$ cat src/rtl/llx_dma_chan.sv
module llx_dma_chan #(
  parameter int PERIPHS = 16,
  parameter int CNT_W   = 12
) (
  input  logic               clk,
  input  logic               rst_n,
  input  logic               host_we,
  input  logic [2:0]         host_addr,
  input  logic [31:0]        host_wdata,
  output logic [31:0]        host_rdata,
  input  logic [PERIPHS-1:0] sreq,
  input  logic [PERIPHS-1:0] breq,
  output logic               mem_req,
  output logic               mem_we,
  output logic [31:0]        mem_addr,
  output logic [31:0]        mem_wdata,
  output logic [2:0]         mem_size,
  input  logic               mem_gnt,
  input  logic               mem_rvalid,
  input  logic [31:0]        mem_rdata,
  output logic               tc_irq,
  output logic               err_irq
);
  typedef enum logic [2:0] {S_IDLE, S_RD, S_RDW, S_WR, S_LL, S_LLW} st_t;

  st_t         st;
  logic [31:0] src_q, dst_q, lli_q, ctl_q, cfg_q, buf_q;
  logic [1:0]  lidx;
  logic        tc_q, err_q;
  logic [31:0] req_pad;
  logic [31:0] ll_off;
  logic        go;

  wire             run   = cfg_q[0] & ~cfg_q[18];
  wire [2:0]       flow  = cfg_q[13:11];
  wire [4:0]       sid   = cfg_q[5:1];
  wire [4:0]       did   = cfg_q[10:6];
  wire [CNT_W-1:0] cnt   = ctl_q[CNT_W-1:0];
  wire [2:0]       sw    = ctl_q[20:18];
  wire [2:0]       dw    = ctl_q[23:21];
  wire [31:0]      sstep = 32'd1 << sw;
  wire [31:0]      dstep = 32'd1 << dw;
  wire             sr    = req_pad[sid];
  wire             dr    = req_pad[did];
  wire             last  = (cnt == CNT_W'(1));

  always_comb begin
    req_pad = '0;
    for (int i = 0; i < PERIPHS; i++) req_pad[i] = sreq[i] | breq[i];
  end

  always_comb begin
    case (flow)
      3'd0:    go = 1'b1;
      3'd1:    go = dr;
      3'd2:    go = sr;
      3'd3:    go = sr & dr;
      default: go = 1'b0;
    endcase
  end

  always_comb begin
    case (lidx)
      2'd0: ll_off = 32'd0;
      2'd1: ll_off = 32'd4;
      2'd2: ll_off = 32'd12;
      default: ll_off = 32'd8;
    endcase
  end

  assign mem_req   = (st == S_RD) || (st == S_WR) || (st == S_LL);
  assign mem_we    = (st == S_WR);
  assign mem_addr  = (st == S_WR) ? dst_q : (st == S_LL) ? lli_q + ll_off : src_q;
  assign mem_wdata = buf_q;
  assign mem_size  = (st == S_WR) ? dw : (st == S_LL) ? 3'd2 : sw;
  assign tc_irq    = tc_q;
  assign err_irq   = err_q;

  always_comb begin
    case (host_addr)
      3'd0: host_rdata = src_q;
      3'd1: host_rdata = dst_q;
      3'd2: host_rdata = lli_q;
      3'd3: host_rdata = ctl_q;
      3'd4: host_rdata = cfg_q;
      default: host_rdata = 32'd0;
    endcase
  end

  always_ff @(posedge clk) begin
    if (!rst_n) begin
      st    <= S_IDLE;
      src_q <= '0;
      dst_q <= '0;
      lli_q <= '0;
      ctl_q <= '0;
      cfg_q <= '0;
      buf_q <= '0;
      lidx  <= '0;
      tc_q  <= 1'b0;
      err_q <= 1'b0;
    end else begin
      tc_q  <= 1'b0;
      err_q <= 1'b0;
      case (st)
        S_IDLE: if (run) begin
          if (flow[2]) begin
            err_q    <= 1'b1;
            cfg_q[0] <= 1'b0;
          end else if ((cnt != '0) && go) begin
            st <= S_RD;
          end
        end
        S_RD: if (mem_gnt) st <= S_RDW;
        S_RDW: if (mem_rvalid) begin
          buf_q <= mem_rdata;
          st    <= S_WR;
        end
        S_WR: if (mem_gnt) begin
          if (ctl_q[26]) src_q <= src_q + sstep;
          if (ctl_q[27]) dst_q <= dst_q + dstep;
          ctl_q[CNT_W-1:0] <= cnt - CNT_W'(1);
          st <= S_IDLE;
          if (last) begin
            tc_q <= ctl_q[31];
            if (lli_q != 32'd0) begin
              st   <= S_LL;
              lidx <= 2'd0;
            end else begin
              cfg_q[0] <= 1'b0;
            end
          end
        end
        S_LL: if (mem_gnt) st <= S_LLW;
        S_LLW: if (mem_rvalid) begin
          case (lidx)
            2'd0: src_q <= mem_rdata;
            2'd1: dst_q <= mem_rdata;
            2'd2: ctl_q <= mem_rdata;
            default: lli_q <= mem_rdata;
          endcase
          if (lidx == 2'd3) st <= S_IDLE;
          else begin
            lidx <= lidx + 2'd1;
            st   <= S_LL;
          end
        end
        default: st <= S_IDLE;
      endcase
      if (host_we) begin
        case (host_addr)
          3'd0: src_q <= host_wdata;
          3'd1: dst_q <= host_wdata;
          3'd2: lli_q <= host_wdata;
          3'd3: ctl_q <= host_wdata;
          3'd4: cfg_q <= host_wdata;
          default: ;
        endcase
      end
    end
  end
endmodule

$ cat config.mk
export PLATFORM = sky130hd
export DESIGN_NAME = llx_dma_chan
export DESIGN_NICKNAME = d
export VERILOG_FILES = /design/src/rtl/llx_dma_chan.sv
export SDC_FILE = /design/constraint.sdc
export NUM_CORES = 1
export LEC_CHECK = 0
export BUFFER_PORTS_ARGS = -buffer_cell sky130_fd_sc_hd__buf_4
export CAP_MARGIN = 30
export CORE_AREA = 3 3 210 150
export DETAILED_ROUTE_END_ITERATION = 16
export DIE_AREA = 0 0 213 153
export PLACE_DENSITY_LB_ADDON = 0.25
export SKIP_LAST_GASP = 1
export SYNTH_ARGS = -nofsm -noshare
export SYNTH_HDL_FRONTEND = slang
export SYNTH_SLANG_ARGS = --single-unit
$ cat constraint.sdc
create_clock -name clk -period 3.9 [get_ports clk]
set_clock_uncertainty 0.05 [all_clocks]
set_input_delay 0.975 -clock clk [delete_from_list [all_inputs] [get_ports clk]]
set_output_delay 0.975 -clock clk [all_outputs]
set_load 0.02 [all_outputs]
After elaboration in Yosys (flattened, before gate mapping)
Index checks and enable logic that the tools add are counted.
{ "word_totals": {"wordCells": 147, "inputBits": 104, "output_inout_bits": 103, "ff_bits": 199} }
{ "op_classes": {"n_addsub": 5, "shift": 2, "n_lt_le_gt_ge": 2, "n_mux": 64, "bitwise": 19, "eq_ne": 27, "reduce_logical": 17} }
{ "ops": {"columns": ["cell", "n"], "rows": [
  ["$mux 32", 23],
  ["$pmux 32 s5", 1],
  ["$pmux 32 s2", 2],
  ["$add 32x32->32", 3],
  ["$shl 1x3->32 const A", 2],
  ["$mux 3", 13],
  ["$reduce_bool 32->1", 1],
  ["$pmux 12 s2", 1],
  ["$mux 20", 1],
  ["$eq 3x2->1 const B", 6],
  ["$pmux 3 s6", 1],
  ["$ne 2x2->1 const B", 8],
  ["$or 1x1->1", 16],
  ["$eq 12x1->1 const B", 1],
  ["$lt 5x6->1 const B", 2],
  ["$mux 12", 1],
  ["$pmux 4 s3", 1],
  ["$reduce_bool 12->1", 1],
  ["$sub 12x1->12 const B", 1],
  ["$bmux 1 s5", 2],
  ["$mux 1", 10],
  ["$mux 2", 5],
  ["$eq 3x1->1 const B", 3],
  ["$eq 3x3->1 const B", 3],
  ["other kinds (20)", 28]
]} }

Longest topological paths before layout
{ "depth": {"word_depth": 10, "mapped_depth": 13} }

Worst setup path before layout
No wires, ideal clock.
{ "synth_path": {"kind": "reg-to-output", "from": "reg lidx[0]", "to": "out mem_addr[21]", "path_buffers": 1, "required_time_ps": 2875, "path_stages_with_launch": 12, "arrival_ps": 3020, "path_slack_ps": -145, "path_cell_list": "dfxtp_1 > inv_1 > ha_1 > or2_2 > ha_1 > a21o_1 > and3_1 > clkbuf_1 > nor3b_1 > nand3_1 > xor2_1 > o21ai_0"} }
{ "synth_between": {"elab_chain_len": 5, "elab_cells_between_ends": 7} }
{ "synth_rtl": {"columns": ["element", "line", "text"], "rows": [
  ["start, declared", "28", "logic [1:0] lidx;"],
  ["start signal, assigned", "144", "lidx <= lidx + 2'd1;"],
  ["$eq 2x2->1 (tied with other cells)", "63", "case (lidx)"],
  ["$pmux 4 s3 *", "63", null],
  ["$add 32x32->32 *", "73", "assign mem_addr = (st == S_WR) ? dst_q : (st == S_LL) ? lli_q + ll_off : src_q;"],
  ["$mux 32 * (2 in series)", "73", null],
  ["end, declared", "15", "output logic [31:0] mem_addr,"]
]} }
Every way passes the cells marked *; elsewhere a longest branch is shown, timed or not.

Worst setup path in the final report
{ "layout_path": {"from": "reg lidx[1]", "to": "out mem_addr[20]"} }
The elaborated chain is that of the path after synthesis.

==> results by group <==
Timing
  • Worst Tran Pin Value: 911 ps
  • Final Setup Violations: 8
  • Final period util: 103%
  • RSZ-0062 raised after global routing: yes
  • Slew HR: 39.1%
  • Final TNS setup: -359 ps
  • Fmax: 249 MHz
  • Hold Vio Cnt, Final: 0
  • Pins Over Slew Limit: 0
  • Post-layout min period: 4010 ps
  • Final worst slack: -114 ps

Logic synthesis
  • Netlist cell types: 69
  • Synth Warn #: 0
  • Synth Flop Type: dfxtp_1
  • Synth area leader: dfxtp_1
  • Synth top area share: 30.0%
  • Flop and latch count out of synthesis: 199
  • Post-synth EDFFs: 0
  • Syn Area/Cell: 7.30 um2
  • Cell area after synthesis: 13300 um2
  • Synth top cells by count: 314 x nand2_1, 199 x dfxtp_1, 177 x o21ai_0
  • Seq/Total Area, Yosys: 30.0%
  • Synth top area cells: dfxtp_1 30%, nand2_1 8.9%, o21ai_0 6.7%
  • FFs w/ async S/R, synth: 0%
  • Syn_nets: 1952
  • Synth Instances: 1821
  • Count leader, synth: nand2_1

Setup path
  • Req. time, crit path: 2870 ps
  • Crit path launch type: flip-flop
  • Slowest cell on crit path: dfxtp_4
  • R2R setup slack: 620 ps
  • Crit path from: lidx[1]
  • Crit Path Max Fanout: 6
  • Critical path's largest stage delay: 380 ps
  • CP Class: reg -> out
  • Critical Path End Type: primary output
  • Critical-path cell list: inv_1 -> ha_1 -> ha_2 -> fa_2 -> nand3_1 -> nor3_1 -> buf_4 -> nand2_1 -> xor2_1 -> o21ai_1 -> buf_4
  • FF-to-FF Start: ctl_q[22]
  • Worst Path Arrival: 2990 ps
  • Most common cell on crit path: buf_4

Clock tree
  • Clk sinks: 199
  • Clock Latency Late Sink: 460 ps
  • CTS Buffer Depth: 2
  • H-tree depth: 4
  • CTS buffer count: 17
  • CTS tree: yes
  • Clock root buffer: clkbuf_16
  • Clk pin slew, worst setup/hold paths: 70 ps

Placed design
  • IO buf count: 206
  • Dpl ws: 149 ps
  • Placed cell area: 15300 um2
  • Global placement routability congestion: 1.01
  • Post-DP HPWL: 41.5 mm

Global routing
  • Pin count of the biggest net entering global routing: 128
  • Grt total ovfl: 0
  • Tot GR Track Use: 35.1%
  • Initial antenna violation count: 1
  • Vias in the first global route: 14400
  • First-pass GRT wire length: 87.9 mm

Route
  • Routed length on met3: 8.54 mm
  • Drt drc: 0
  • Via count: 15700
  • Met1 WL: 24.9 mm
  • DR pass1 iterations: 6
  • Final wirelength: 59.4 mm
  • Post-route ant nets: 0
  • Wire length on met2: 23.9 mm
  • Max layer used: met5
  • 1st-iter DRT viols: 2217
  • Routed vias/inst: 6.68
  • Routed WL per cell: 25.2 um

Job
  • Max Cap Violations: 0

Worst hold path
  • Hold path startpoint: mem_wdata[25]
  • Worst min path class: reg -> reg

Pwr
  • PD cells: 326 nW/um2
  • Pwr Total: 5.23 mW
  • Worst vdd ir: 303 uV
  • Lkg Pwr: 5.99 nW

Die
  • I/O Pins: 207
  • Site Rows: 53
  • Core area: 29800 um2
  • Die height: 153 um
  • Initial Util: 44.7%
  • Die area: 32600 um2
  • Die Wd: 213 um

Layout
  • Final nets: 2090
  • Final Instance Area: 16100 um2
  • Share of cells above drive strength 1: 18.3%
  • Final core utilization: 53.9%
  • FILL cells: 2800
  • Number of diodes: 0
  • Area Growth Syn to Fin: 20.8%

Status
  • Failing checks: negative setup slack
  • Outcome: finished, violations left
[metal layers]
| layer | track usage [%] | up-vias |
|---|---|---|
| met4 | 12.0 | 2 |
| met5 | 0 | - |
| met3 | 10.2 | 161 |
| met2 | 48.7 | 1227 |
| li1 | - | 6982 |
| met1 | 51.4 | 7372 |
[worst max-delay path: cells and delay by family, from the launching register on]
kind	cells	cell delay, ps
flip-flops	1	380
AO/OA/AOI/OAI	1	270
AND/OR/NAND/NOR	3	490
adder cells (fa/ha/maj)	3	730
buffers and inverters	3	520
XOR/XNOR	1	140
[flip-flops by register name, summed over array words and instances (netlist names)]
name,cells
lidx,2
dst_q,32
lli_q,32
ctl_q,32
mem_wdata,32
err_irq,1
src_q,32
tc_irq,1
st,3
cfg_q,32
[power breakdown]
| group | internal, mW | switching [mW] |
|---|---|---|
| Clock | 1.00 | 0.869 |
| Combinational | 0.401 | 0.689 |
| Sequential | 2.13 | 0.147 |
[cells in the final DEF (no fill, tap or decap), types with 28 or more instances in the layout]
cell type,n
nor4_1,39
nor3_1,43
dfxtp_1,197
nand2_1,313
a221oi_1,33
buf_4,280
inv_1,29
mux2i_1,71
o21ai_0,171
a22oi_1,28
a211oi_1,45
nor2_1,118
a21oi_1,154
a221o_1,35
nand3_1,54
[per-stage QoR]
step                hold slack, ps  cells
floorplan                      373   1821
global placement               392   2317
detailed placement             397   2317
CTS                            407   2355
global route                   425   2357
finish                         406   2357
[cell type report]
cell class              instances  area [um2]  share of cell area, %
clock buffers                  22         474                   2.95
clock inverters                10         119                  0.740
inverters                      32         125                  0.779
multi-input cells            1423        8660                   53.9
flip-flops and latches        199        3990                   24.8
well taps                     385         482                   3.00
repair buffers                286        2210                   13.8
[cell families (layout without fill, tap and decap cells)]
| logic type | after synthesis | in the layout | synth area share [%] |
|---|---|---|---|
| XOR/XNOR | 40 | 40 | 2.63 |
| buffers and inverters | 199 | 350 | 5.76 |
| AO/OA/AOI/OAI | 603 | 603 | 29.5 |
| multiplexers | 77 | 77 | 6.10 |
| AND/OR/NAND/NOR | 676 | 676 | 23.4 |
| adder cells (fa/ha/maj) | 27 | 27 | 2.71 |
| flip-flops | 199 | 199 | 30.0 |
[path summary, 6_finish.rpt]
kind | depth (start not counted) | endpoint
worst max-delay path | 11 | mem_addr[20]
worst min-delay path | 2 | mem_wdata[25]
worst max register to register | 10 | dst_q[12]
worst min register to register | 2 | mem_wdata[25]
[timing repair]
item / CTS / global route
setup endpoints to repair: 18 / 17
resized for setup: 17 / 6
pin swaps: 9 / 8
buffers inserted: 6 / 3
hold buffers: 0 / 0
(Power assumes the default switching activity.)
